--- config.mk ---
export PLATFORM = sky130hd
export DESIGN_NAME = bidir_shift_reg
export DESIGN_NICKNAME = d
export VERILOG_FILES = /design/src/rtl/shiftreg_pkg.sv /design/src/rtl/shiftreg_ctrl.sv /design/src/rtl/shiftreg_datapath.sv /design/src/rtl/bidir_shift_reg.sv
export SDC_FILE = /design/constraint.sdc
export NUM_CORES = 1
export LEC_CHECK = 0
export ABC_AREA = 1
export BUFFER_PORTS_ARGS = -buffer_cell sky130_fd_sc_hd__buf_4
export CAP_MARGIN = 30
export CORE_MARGIN = 8
export CORE_UTILIZATION = 50
export DETAILED_ROUTE_END_ITERATION = 10
export GPL_TIMING_DRIVEN = 0
export PLACE_DENSITY_LB_ADDON = 0.3
export SLEW_MARGIN = 20
export SYNTH_ARGS = -nofsm -noshare
export SYNTH_HDL_FRONTEND = slang
export SYNTH_SLANG_ARGS = --single-unit
--- constraint.sdc ---
create_clock -name clk -period 0.8 [get_ports clk]
set_input_delay 0.04 -clock clk [delete_from_list [all_inputs] [get_ports clk]]
set_output_delay 0.04 -clock clk [all_outputs]
set_load 0.01 [all_outputs]
--- src/rtl/shiftreg_pkg.sv ---
package shiftreg_pkg;
  typedef struct packed {
    logic clear;      // zero the stages and outputs
    logic advance;    // move contents this edge
    logic towardLow;  // 1: toward stage 1, 0: toward stage N
    logic takeExt;    // 1: external serial bit, 0: recirculate
  } stepCtl_t;
endpackage

--- src/rtl/shiftreg_ctrl.sv ---
module shiftreg_ctrl
  import shiftreg_pkg::*;
(
  input  logic     clrIn,
  input  logic     holdIn,
  input  logic     dirIn,
  input  logic     extIn,
  output stepCtl_t strobe
);
  always_comb begin
    strobe.clear     = clrIn;
    strobe.advance   = !clrIn && !holdIn;
    strobe.towardLow = dirIn;
    strobe.takeExt   = extIn;
  end
endmodule

--- src/rtl/shiftreg_datapath.sv ---
module shiftreg_datapath
  import shiftreg_pkg::*;
#(
  parameter int NUM_STAGES = 32
) (
  input  logic                  clk,
  input  stepCtl_t              strobe,
  input  logic                  serInRight,
  input  logic                  serInLeft,
  output logic [NUM_STAGES-1:0] stageVec,
  output logic                  outLeftEnd,
  output logic                  outRightEnd
);
  localparam int LAST = NUM_STAGES - 1;

  logic [NUM_STAGES-1:0] nextVec;
  logic                  feedLow;
  logic                  feedHigh;

  // bits entering the open end stage
  assign feedLow  = strobe.takeExt ? serInRight : stageVec[LAST];
  assign feedHigh = strobe.takeExt ? serInLeft  : stageVec[0];

  for (genvar i = 0; i < NUM_STAGES; i++) begin : g_stage
    logic fromBelow;
    logic fromAbove;
    if (i == 0) begin : g_first
      assign fromBelow = feedLow;
    end else begin : g_midLow
      assign fromBelow = stageVec[i-1];
    end
    if (i == LAST) begin : g_last
      assign fromAbove = feedHigh;
    end else begin : g_midHigh
      assign fromAbove = stageVec[i+1];
    end
    assign nextVec[i] = strobe.towardLow ? fromAbove : fromBelow;
  end

  always_ff @(posedge clk) begin
    if (strobe.clear)        stageVec <= '0;
    else if (strobe.advance) stageVec <= nextVec;
  end

  // slave side: ends become visible on the falling edge
  always_ff @(negedge clk) begin
    if (strobe.clear) begin
      outLeftEnd  <= 1'b0;
      outRightEnd <= 1'b0;
    end else begin
      outLeftEnd  <= stageVec[0];
      outRightEnd <= stageVec[LAST];
    end
  end
endmodule

--- src/rtl/bidir_shift_reg.sv ---
module bidir_shift_reg
  import shiftreg_pkg::*;
#(
  parameter int NUM_STAGES = 32
) (
  input  logic clk,
  input  logic clr,
  input  logic dirCtl,
  input  logic loadExt,
  input  logic holdEn,
  input  logic serInRight,
  input  logic serInLeft,
  output logic outLeftEnd,
  output logic outRightEnd
);
  stepCtl_t              strobe;
  logic [NUM_STAGES-1:0] stageVec;

  shiftreg_ctrl u_ctrl (
    .clrIn (clr),
    .holdIn(holdEn),
    .dirIn (dirCtl),
    .extIn (loadExt),
    .strobe(strobe)
  );

  shiftreg_datapath #(.NUM_STAGES(NUM_STAGES)) u_dp (
    .clk        (clk),
    .strobe     (strobe),
    .serInRight (serInRight),
    .serInLeft  (serInLeft),
    .stageVec   (stageVec),
    .outLeftEnd (outLeftEnd),
    .outRightEnd(outRightEnd)
  );
endmodule

==> results of run 1 <==
## cells by family after synthesis
family,count (synthesis),synth area share
DFF,34,0.375
buffers and inverters,56,0.152
and+or+nand+nor,134,0.343
AOI/OAI and AO/OA,32,0.130
## repair_timing
action	in CTS	in global routing
pin swaps	1	3
gates resized for setup	5	19
hold buffers	1	0
setup buffers	3	0
hold endpoints to repair	2	0
setup endpoints to repair	4	14
## area by class of cell
type / count / area [sq um] / area share
plain buffers: 17 / 130 / 0.0621
well taps: 48 / 60.1 / 0.0287
multi-input cells: 166 / 886 / 0.423
repair buffers: 10 / 96.3 / 0.0460
inverters: 38 / 143 / 0.0681
clock inverters: 5 / 46.3 / 0.0221
flip-flops and latches: 34 / 696 / 0.332
clock buffers: 5 / 37.5 / 0.0179
## worst register-to-register path, delay by kind of cell, from the launching register on
| family | cells | cell delay [ns] |
|---|---|---|
| buf+inv | 1 | 0.09 |
| flops | 1 | 0.34 |
| simple gates | 1 | 0.05 |
## cell usage after synthesis
cell type                  number
sky130_fd_sc_hd__inv_1         37
sky130_fd_sc_hd__buf_6          5
sky130_fd_sc_hd__a21oi_2       19
sky130_fd_sc_hd__buf_2         10
sky130_fd_sc_hd__dfxtp_1       34
sky130_fd_sc_hd__inv_2          2
sky130_fd_sc_hd__clkbuf_1       1
sky130_fd_sc_hd__nand2_2        9
sky130_fd_sc_hd__buf_12         1
sky130_fd_sc_hd__nand3_2       10
sky130_fd_sc_hd__nand2_1       87
sky130_fd_sc_hd__nor2_1         5
sky130_fd_sc_hd__nor2_4         1
sky130_fd_sc_hd__a21oi_1       11
sky130_fd_sc_hd__o31ai_1        2
sky130_fd_sc_hd__nand3_1       22
## worst max-delay path by stage
stage          cells after the start               end         startpoint  slack [ns]
2_1_floorplan                      2  u_dp.outRightEnd  u_dp.stageVec[31]       -0.10
3_3_place_gp                       2   u_dp.outLeftEnd   u_dp.stageVec[0]       -0.13
3_5_place_dp                       2   u_dp.outLeftEnd   u_dp.stageVec[0]       -0.14
4_1_cts                            1       outRightEnd   u_dp.outRightEnd       -0.44
5_1_grt                            1       outRightEnd   u_dp.outRightEnd       -0.50
6_report                           1       outRightEnd   u_dp.outRightEnd       -0.46
## flip-flops by register name, indices dropped and copies added, names as in the netlist
signal            flops
u_dp.outRightEnd      1
u_dp.outLeftEnd       1
u_dp.stageVec        32
## through the flow
step                power (mW)  utilization  area, sq um  std cells
finish                    3.62        0.585         2090        323
global route              3.81        0.585         2090        323
CTS                       3.61        0.573         2050        323
detailed placement        2.34        0.538         1930        310
global placement          2.33        0.538         1930        310
floorplan                 2.23            -         1820        256
## power by group
group	switching [mW]	leakage [nW]	internal [mW]	total [mW]
registers	0.0296	0.282	1.76	1.79
logic	0.331	0.551	0.217	0.548
clock network	0.628	0.0559	0.658	1.29
total	0.989	0.888	2.63	3.62
## layer usage
metal  wire length (um)  GRT usage  share of wire
met5                  0          0              0
met1               1660      0.140           0.46
met3                200     0.0307          0.056
met4                 54     0.0750          0.015
met2               1660      0.190           0.46
==> results.md, run 1 <==
- Leaving out fill and tap cells, the most frequent cells in the layout are sky130_fd_sc_hd__nand2_1, sky130_fd_sc_hd__inv_1, sky130_fd_sc_hd__dfxtp_1.
- In the final routed layout, each cell accounts on average for about 11 um.
- The floorplan step set the die height to 76.3 um.
- The largest single stage delay on the critical path is a little over 0.3 ns.
- The root buffer cell is sky130_fd_sc_hd__clkbuf_4.
- For this configuration, the core starts out at a cell density of 0.508.
- The number of sinks handled by clock tree synthesis is 34.
- The total number of H-tree levels is 2.
- The number of synthesized register bits is 34.
- After clock tree synthesis, the clock-pin slew on the worst setup and hold paths is 0.10 ns.
- Headroom to the max-slew limit came out at 0.641.
- The final net count is around 280.
- The number of rows created at floorplan is 22.
- The cell area that synthesis handed to floorplanning was 1820 sq um.
- The total clock buffers created by CTS is 5.
- The fraction of the yosys area taken by sequential cells is 0.375.
- The setup slack on the worst flop-to-flop path is -0.11 ns.
- The startpoint identified for the worst hold timing path is clr.
- The path with the worst hold slack has its endpoint at u_dp.stageVec[0].
- The floorplan step defined a die boundary enclosing ~5800 sq um.
- For this design the static power due to leakage is 0.888 nW.
- The area share of the largest cell type after synthesis is 0.375.
- The cell family contributing the most delay on the critical path is flip-flops.
- The kind of critical path is reg -> out.
- The total of max-cap violations is 0.
- Together, buffers and inverters on the worst path number 1.
- TritonCTS built the clock tree.
- In this run the tool buffered the top-level ports with 6 buffer cells.
- The number of cells produced by synthesis is 256.
- The buffer depth of the longest clock path is 2.
- Along the worst hold path, the cell count comes to 4.
- The clock tree skew after final layout is about 0.065 ns.
- The synthesis-to-layout area growth is 15.3%.
- The worst-skew pair later-pin latency is roughly 0.40 ns.
- On the critical path, the stage with the largest delay is an instance of sky130_fd_sc_hd__dfxtp_2.
- After layout, the worst setup slack is -0.462 ns.
- The mean instance size in the synthesized netlist is 7.10 sq um.
- STA puts the critical path data arrival time at 1.22 ns.
- Walking the worst path, the cells encountered are buf_6.
- The cell count of the worst reg-to-reg path is 2.
- Summed over all nets, the half-perimeter wirelength after detailed placement is 2320 um.
- Before CTS, the worst setup slack after placement is -0.138 ns.
- The checks that failed: hold timing, setup timing.
- The number of hold violations in the final report is 1.
- The count of final setup violators is 5.
- The worst setup path is launched from a flip-flop.
- The congestion estimate from routability-driven global placement came to 0.781.
- Setup repair after global routing could not meet its margin everywhere.
- The max-slew violation count was 0.
- The power density over cell area is between 1500 and 2000 nW/um^2.
- After synthesis, the cell types taking the most area are sky130_fd_sc_hd__dfxtp_1, sky130_fd_sc_hd__nand2_1, sky130_fd_sc_hd__a21oi_2.
- The routed via count divided by cell count is ~4.7.
- The number of antenna violations at the first check in global routing came to 0.
- The count of nets left with antenna violations once routing finished came out at 0.
- The number of global-route vias before repair is 1,426.
- The die extent in x is 76.3 um.
- The library cell used most frequently in the layout, excluding fill and tap cells, is sky130_fd_sc_hd__nand2_1.
- The net count of the mapped netlist is ~260.
- Summed over all failing endpoints, the final setup total negative slack is -1.15 ns.
- The number of different library cells in the post-synthesis netlist is 16.
- The core area is 3580 sq um.
- In this run the worst path has a maximum fanout of 1.
- The pin slew with the least headroom to its limit is 0.539 ns.
- The tightest min-delay check is of the in -> reg type.
- The number of I/O pins is 9.
- Before antenna repair, the detailed router went through 4 iterations.
- The final routed DRC violation total is 0.
- Across all layers, the routed design uses between 1,500 and 2,000 vias.
- In this run, the number of DRC markers left after iteration 0 of detailed routing was 107.
- STA classifies the critical path endpoint as an output port.
- The number of warnings printed during yosys synthesis is 0.
- The number of fill cells in the layout is approximately 330.
- The global-route total usage across every layer is 0.120.
- Entering global routing, the biggest net connects 12 pins.
- The total congestion overflow after global routing is 0.
- The flow ran to the end, but the final reports show violations.
- In this run the critical register-to-register path is launched from u_dp.stageVec[31].
- The worst hold margin is -0.00530 ns.
- The reg-to-reg endpoint is u_dp.outRightEnd.
- The antenna diode instance count is 0.
- Across the VDD grid, the largest voltage drop is between 1000 and 1500 uV.
- The total routed wirelength is 3570 um.
- The fraction of final layout cells sized beyond drive strength 1 is 0.345.
- The library cell with the largest summed area after synthesis is sky130_fd_sc_hd__dfxtp_1.
- For the worst setup path, the data required time is between 0.7 and 0.8 ns.
- The wire length of the first global-routing pass is 5840 um.
Note: power is estimated with default switching activity, not from simulation.
==> run 2, diff against run 1 <==
--- a/config.mk
+++ b/config.mk
@@ -8,7 +8,6 @@
 export ABC_AREA = 1
 export BUFFER_PORTS_ARGS = -buffer_cell sky130_fd_sc_hd__buf_4
 export CAP_MARGIN = 30
-export CORE_MARGIN = 8
 export CORE_UTILIZATION = 50
 export DETAILED_ROUTE_END_ITERATION = 10
 export GPL_TIMING_DRIVEN = 0
==> constraint.sdc (replaced) <==
create_clock -name clk -period 0.8 [get_ports clk]
set_input_delay 0.04 -clock clk [delete_from_list [all_inputs] [get_ports clk]]
set_output_delay 0.04 -clock clk [all_outputs]
set_load 0.005 [all_outputs]
==> results.md, run 2 (synthesis results as in run 1) <==
- The number of buffers inserted by hold repair at cts is 2.
- Walking the worst path, the cells encountered are buf_6.
- The height of the die is 62.3 um.
- The multi-input gate area in the final layout is 908 sq um.
- The sequential cells in the finished layout cover a total of 698 sq um.
- The total number of H-tree levels is 2.
- After detailed routing, the average wire length per cell comes to approximately 11 um.
- The origin of the worst setup path is u_dp.outLeftEnd.
- The setup TNS after final layout is -1.09 ns.
- Setup violations remaining at the end of the flow were counted as 5.
- The critical path depth is 1.
- The buffers plus inverters on the worst setup path is 1.
- The number of fill cells in the layout is ~320.
- The worst hold path depth is 5.
- For this run, the detailed router's first-pass iteration total came to 4.
- Summed over all nets, the half-perimeter wirelength after detailed placement is about 2300 um.
- The sequential share of power is 0.491.
- The run finished, with violations left.
- The max-slew violation count came to 0.
- The number of sinks handled by clock tree synthesis is 34.
- The data required time at the worst endpoint is 0.76 ns.
- The number of hold violations in the final report is 1.
- The worst setup path is captured at an output port.
- The tree is rooted in a sky130_fd_sc_hd__clkbuf_4.
- The number of DRC violations after detailed-routing iteration 0 is between 40 and 50.
- 0 antenna diodes ended up in the layout.
- The number of flip-flops in the largest register is 32.
- The pin slew with the least headroom to its limit is 0.557 ns.
- After clock tree synthesis, the clock-pin slew on the worst setup and hold paths is 0.12 ns.
- The die is 62.3 um wide.
- The largest net degree at the start of global routing is 12.
- Leaving out fill and tap cells, the most frequent cells in the layout are sky130_fd_sc_hd__nand2_1, sky130_fd_sc_hd__inv_1, sky130_fd_sc_hd__nand3_1, sky130_fd_sc_hd__a21oi_2, sky130_fd_sc_hd__dfxtp_1.
- The min-delay analysis places its worst path in the category in -> reg.
- The core region is 3420 sq um.
- The number of antenna violations at the first check in global routing is 0.
- The reg-to-reg endpoint is u_dp.outRightEnd.
- The floorplan has 21 rows.
- For this configuration, the core starts out at a cell density of 0.532.
- Relative to the synthesized area, the layout overhead comes to 16.9%.
- The checks that failed: hold timing, setup timing.
- The final net count is 282.
- Leaving out fill and tap cells, the most frequent cell in the layout is sky130_fd_sc_hd__nand2_1.
- Global routing finished with a remaining overflow of 0.
- The register with the most flip-flops is u_dp.stageVec.
- Power spread over the standard cell area amounts to 1720 nW/um^2.
- The fraction of final layout cells sized beyond drive strength 1 is 0.362.
- The worst register-to-register path begins at u_dp.stageVec[31].
- The critical path's top delay family is flip-flops.
- The worst hold margin is -0.0127 ns.
- For the worst-skew pair, the clock arrives at the later sink with an insertion delay of 0.39 ns.
- The category of the worst setup path launch point is a flip-flop.
- The setup path with the least slack is of type reg -> out.
- TritonCTS built the clock tree.
- The number of clock buffers added by TritonCTS is 5.
- For this block, the via count after detailed routing is 1,557.
- Setup repair after global routing could not meet its margin everywhere.
- For this design the static power due to leakage is around 0.9 nW.
- The setup slack on the worst flop-to-flop path is -0.12 ns.
- For the worst setup path, the data arrival time is 1.20 ns.
- In the routed layout, each cell is associated on average with a via count of 4.84.
- The worst pin sits at a relative slew slack of 0.629.
- IR analysis of the VDD net gives a maximum drop of 1100 uV.
- The clock tree skew after final layout is between 0.04 and 0.05 ns.
- The largest incremental delay on the critical path is ~0.3 ns.
- In the final layout, the registers with the most flip-flops are u_dp.stageVec x32, u_dp.outLeftEnd x1, u_dp.outRightEnd x1.
- The number of global-route vias before repair is ~1,400.
- The number of I/O pins is 9.
- In this run the worst path has a maximum fanout of 1.
- After detailed routing, the total wire length is between 3000 and 4000 um.
- The first global-routing pass estimated 5940 um of wire.
- In the global route stage, overall resource usage came out at 0.196.
- The endpoint with the worst hold slack is u_dp.stageVec[0].
- For this design, the slowest cell found on the critical path is sky130_fd_sc_hd__dfxtp_2.
- The total of max-cap violations is 0.
- Routability-driven placement finished with a final weighted congestion of 0.760.
- The total power is 3.65 mW.
- Once detail routing completed, the nets flagged for antenna violations numbered 0.
- The longest clock path from root to sink contains 2 buffers.
- The fraction of power consumed by the clock network is 0.357.
- The floorplan step defined a die boundary enclosing a little under 4000 sq um.
- The number of buffers inserted by port buffering is 6.
- The share of total power dissipated in combinational logic is 0.152.
- The final routed DRC violation total is 0.
- The cell count of the worst reg-to-reg path is 2.
- In the post-route analysis, the smallest setup slack over all paths is -0.437 ns.
- For this design the total switching power over the nets is 0.998 mW.
- The switching share of total power is 0.274.
- The startpoint of the worst hold path is serInRight.
- The internal power contribution is around 2.6 mW.
## run 2: cell type report
class / count / area share
sequential: 34 / 0.329
inverter: 38 / 0.0671
timing repair buffer: 11 / 0.0465
multi-input combinational: 166 / 0.428
tap: 46 / 0.0271
clock buffer: 5 / 0.0177
buffer: 17 / 0.0612
clock inverter: 5 / 0.0241
## run 2: worst register-to-register path, delay by kind of cell (launching register included)
kind,cells,cell delay [ns]
buffers and inverters,1,0.07
flip-flops,1,0.34
AND/OR/NAND/NOR,1,0.04
## run 2: per-stage QoR
step | area [sq um] | instances | utilization | hold WS (ns) | worst slack, ns
global placement | 1920 | 308 | 0.563 | 0.347 | -0.133
finish | 2120 | 322 | 0.622 | -0.0127 | -0.437
CTS | 2060 | 322 | 0.602 | -0.0273 | -0.442
global route | 2120 | 322 | 0.622 | -0.00503 | -0.488
detailed placement | 1920 | 308 | 0.563 | 0.348 | -0.144
floorplan | 1820 | 256 | - | 0.185 | -0.101
## run 2: what timing repair did
item                                    in CTS  in global routing
hold endpoints to repair                     4                  1
endpoints found under the setup margin       4                 16
buffers inserted                             3                  0
resized for setup                            4                 25
pin swaps                                    1                  3
## run 2: how the worst max path moves through the flow
stage,endpoint,slack [ns]
2_1_floorplan,u_dp.outRightEnd,-0.10
6_report,outLeftEnd,-0.44
5_1_grt,outLeftEnd,-0.49
3_5_place_dp,u_dp.outLeftEnd,-0.14
4_1_cts,outLeftEnd,-0.44
3_3_place_gp,u_dp.outLeftEnd,-0.13
## run 2: power groups by stage
stage / clock network (mW) / registers (mW) / logic [mW]
floorplan: 0.0235 / 1.82 / 0.386
global placement: 0.0235 / 1.82 / 0.483
detailed placement: 0.0235 / 1.82 / 0.490
CTS: 1.33 / 1.79 / 0.518
global route: 1.43 / 1.80 / 0.615
finish: 1.30 / 1.79 / 0.555
## run 2: layer usage
layer,global-route usage,routed length (um)
met3,0.0607,113
met1,0.243,1650
met4,0.0698,68
met5,0,0
met2,0.319,1640
==> run 3, diff against run 2 <==
--- a/config.mk
+++ b/config.mk
@@ -8,7 +8,7 @@
 export ABC_AREA = 1
 export BUFFER_PORTS_ARGS = -buffer_cell sky130_fd_sc_hd__buf_4
 export CAP_MARGIN = 30
-export CORE_UTILIZATION = 50
+export CORE_UTILIZATION = 40
 export DETAILED_ROUTE_END_ITERATION = 10
 export GPL_TIMING_DRIVEN = 0
 export PLACE_DENSITY_LB_ADDON = 0.3
==> results.md, run 3 (synthesis results as in run 1) <==
- The run finished, with violations left.
- The checks that failed: setup timing.
- The number of iterations in the first detailed-routing pass is 5.
- TritonCTS created 5 clock buffers.
- The number of buffers inserted by port buffering is 6.
- The number of antenna violations at the first check in global routing came to 0.
- The HPWL after detailed placement is 2350 um.
- The max-slew headroom at the worst pin is 0.593.
- The core area is 4350 sq um.
- In this run the horizontal extent of the chip is 69.4 um.
- TritonCTS built the clock tree.
- The min-delay analysis places its worst path in the category in -> reg.
- The number of DRC violations after detailed-routing iteration 0 is 63.
- In this run the most critical hold path is launched from serInRight.
- The critical path goes through buf_6.
- The register with the most flip-flops in the layout has 32 of them.
- Of all nets on the critical path, the largest fanout is 1.
- The wire length of the first global-routing pass is between 6000 and 7000 um.
- For this configuration, the core starts out at a cell density of 0.417.
- In this run the power density over the cells is 2050 nW/um^2.
- The worst setup margin is -0.392 ns.
- After global routing the overflow that remains totals 0.
- The final net count is 280.
- For this design the top-level I/O count stands at 9.
- The top cell types in the final layout, fill and taps aside, are sky130_fd_sc_hd__nand2_1, sky130_fd_sc_hd__inv_1, sky130_fd_sc_hd__dfxtp_1.
- The buffer depth of the longest clock path is 2.
- For this run, the total global-route usage over all layers was measured as 0.153.
- More flip-flops sit in one register than any other, and that register is u_dp.stageVec.
- The analysis attributes to cell leakage a power of 0.917 nW.
- The worst setup path is launched from a flip-flop.
- Entering global routing, the biggest net connects 12 pins.
- The pin slew with the least headroom to its limit is 0.611 ns.
- The max-slew violation count is 0.
- The number of hold buffers added after CTS was 0.
- The slowest library cell on the worst path is sky130_fd_sc_hd__dfxtp_2.
- The count of final setup violators is 5.
- The count of nets left with antenna violations once routing finished came out at 0.
- The number of rows created at floorplan is 24.
- The total die area is 4820 sq um.
- Summing all multi-input logic gate instances after layout gives between 900 and 1000 sq um.
- The buffers plus inverters on the worst setup path is 1.
- The data arrival time at the worst-slack endpoint is between 1 and 1.5 ns.
- Setup repair after global routing could not meet its margin everywhere.
- The data required time at the worst endpoint is 0.76 ns.
- Routability-driven placement finished with a final weighted congestion of 0.782.
- The synthesis-to-layout area growth is 20.0%.
- The number of global-route vias before repair came to between 1,000 and 1,500.
- The clock drives 34 sinks.
- For this run, the share of the core covered by cells in the final layout is 0.501.
- The via count of the routed design is 1,530.
- The number of fill cells in the layout is 413.
- The root buffer cell is sky130_fd_sc_hd__clkbuf_8.
- The setup slack on the worst flop-to-flop path is -0.09 ns.
- The average wire length per cell after detail routing is 10.7 um.
- The largest incremental delay on the critical path is 0.31 ns.
- VDD sags by at most 1050 uV.
- The clock tree skew after final layout is 0.0623 ns.
- The height of the die is 69.4 um.
- The clock input transition at the sequential cells of the worst setup and hold paths is 0.07 ns.
- The antenna diode instance count is 0.
- In the final layout, the registers with the most flip-flops are u_dp.stageVec x32, u_dp.outLeftEnd x1, u_dp.outRightEnd x1.
- The worst register-to-register path begins at u_dp.stageVec[31].
- The cell family contributing the most delay on the critical path is flip-flops.
- For this run, design rule violations remaining after detail routing come to 0.
- The fraction of final layout cells sized beyond drive strength 1 is 0.336.
- The category of the worst setup path capture point is an output port.
- The total number of H-tree levels is 2.
- The register area is around 690 sq um.
- The kind of critical path is reg -> out.
- The total of max-cap violations is 0.
- The origin of the worst setup path is u_dp.outRightEnd.
- Hold is met by approximately 0.068 ns.
- The total routed wirelength is 3500 um.
- The library cell used most frequently in the layout, excluding fill and tap cells, is sky130_fd_sc_hd__nand2_1.
- The later pin in the worst-skew pair is clocked with a latency of 0.34 ns.
- The number of hold violations in the final report was 0.
- Using the TritonRoute via totals, the vias-per-cell ratio works out to 4.69.
-- run 3: cell count changes in the layout (fill, tap and decap cells not counted), moves of 2 or more --
cell | before | now
sky130_fd_sc_hd__a21oi_1 | 10 | 8
sky130_fd_sc_hd__a21oi_2 | 20 | 22
sky130_fd_sc_hd__clkbuf_4 | 5 | 0
sky130_fd_sc_hd__clkbuf_8 | 0 | 5
sky130_fd_sc_hd__dfxtp_1 | 20 | 29
sky130_fd_sc_hd__dfxtp_2 | 14 | 5
sky130_fd_sc_hd__dlygate4sd3_1 | 2 | 0
-- run 3: cell type report --
cell class | instances | area share
well taps | 52 | 0.0299
clock inverters | 4 | 0.0310
flip-flops and latches | 34 | 0.315
multi-input cells | 166 | 0.418
repair buffers | 9 | 0.0379
clock buffers | 6 | 0.0431
inverters | 38 | 0.0654
plain buffers | 17 | 0.0597
-- run 3: layer usage --
metal / vias up / share of wire / track usage
li1: 816 / - / -
met5: - / 0 / 0
met4: 0 / 0.010 / 0.0476
met2: 6 / 0.48 / 0.257
met1: 704 / 0.48 / 0.198
met3: 4 / 0.020 / 0.0305
-- run 3: what timing repair did --
action / 4_1_cts / 5_1_grt
setup endpoints to repair: 4 / 9
pin swaps: 1 / 3
buffers inserted: 3 / 0
resized for setup: 4 / 18
-- run 3: report_power, final --
part / internal, mW / switching [mW]
Sequential: 1.76 / 0.0302
Clock: 1.45 / 0.685
Combinational: 0.218 / 0.330
-- run 3: path summary, 6_finish.rpt --
path / to / depth (start not counted)
setup / recovery: outRightEnd / 1
hold / removal: u_dp.stageVec[0] / 5
setup reg to reg: u_dp.outRightEnd / 2
hold reg to reg: u_dp.stageVec[12] / 2
-- run 3: stage by stage --
| stage | instances | setup TNS, ns | power [mW] | setup slack (ns) | cell area [sq um] |
|---|---|---|---|---|---|
| floorplan | 256 | -0.201 | 2.23 | -0.101 | 1820 |
| global placement | 314 | -1.16 | 2.33 | -0.138 | 1930 |
| detailed placement | 314 | -1.04 | 2.34 | -0.152 | 1930 |
| CTS | 326 | -0.967 | 4.46 | -0.399 | 2120 |
| global route | 326 | -1.11 | 4.63 | -0.418 | 2180 |
| finish | 326 | -0.955 | 4.47 | -0.392 | 2180 |
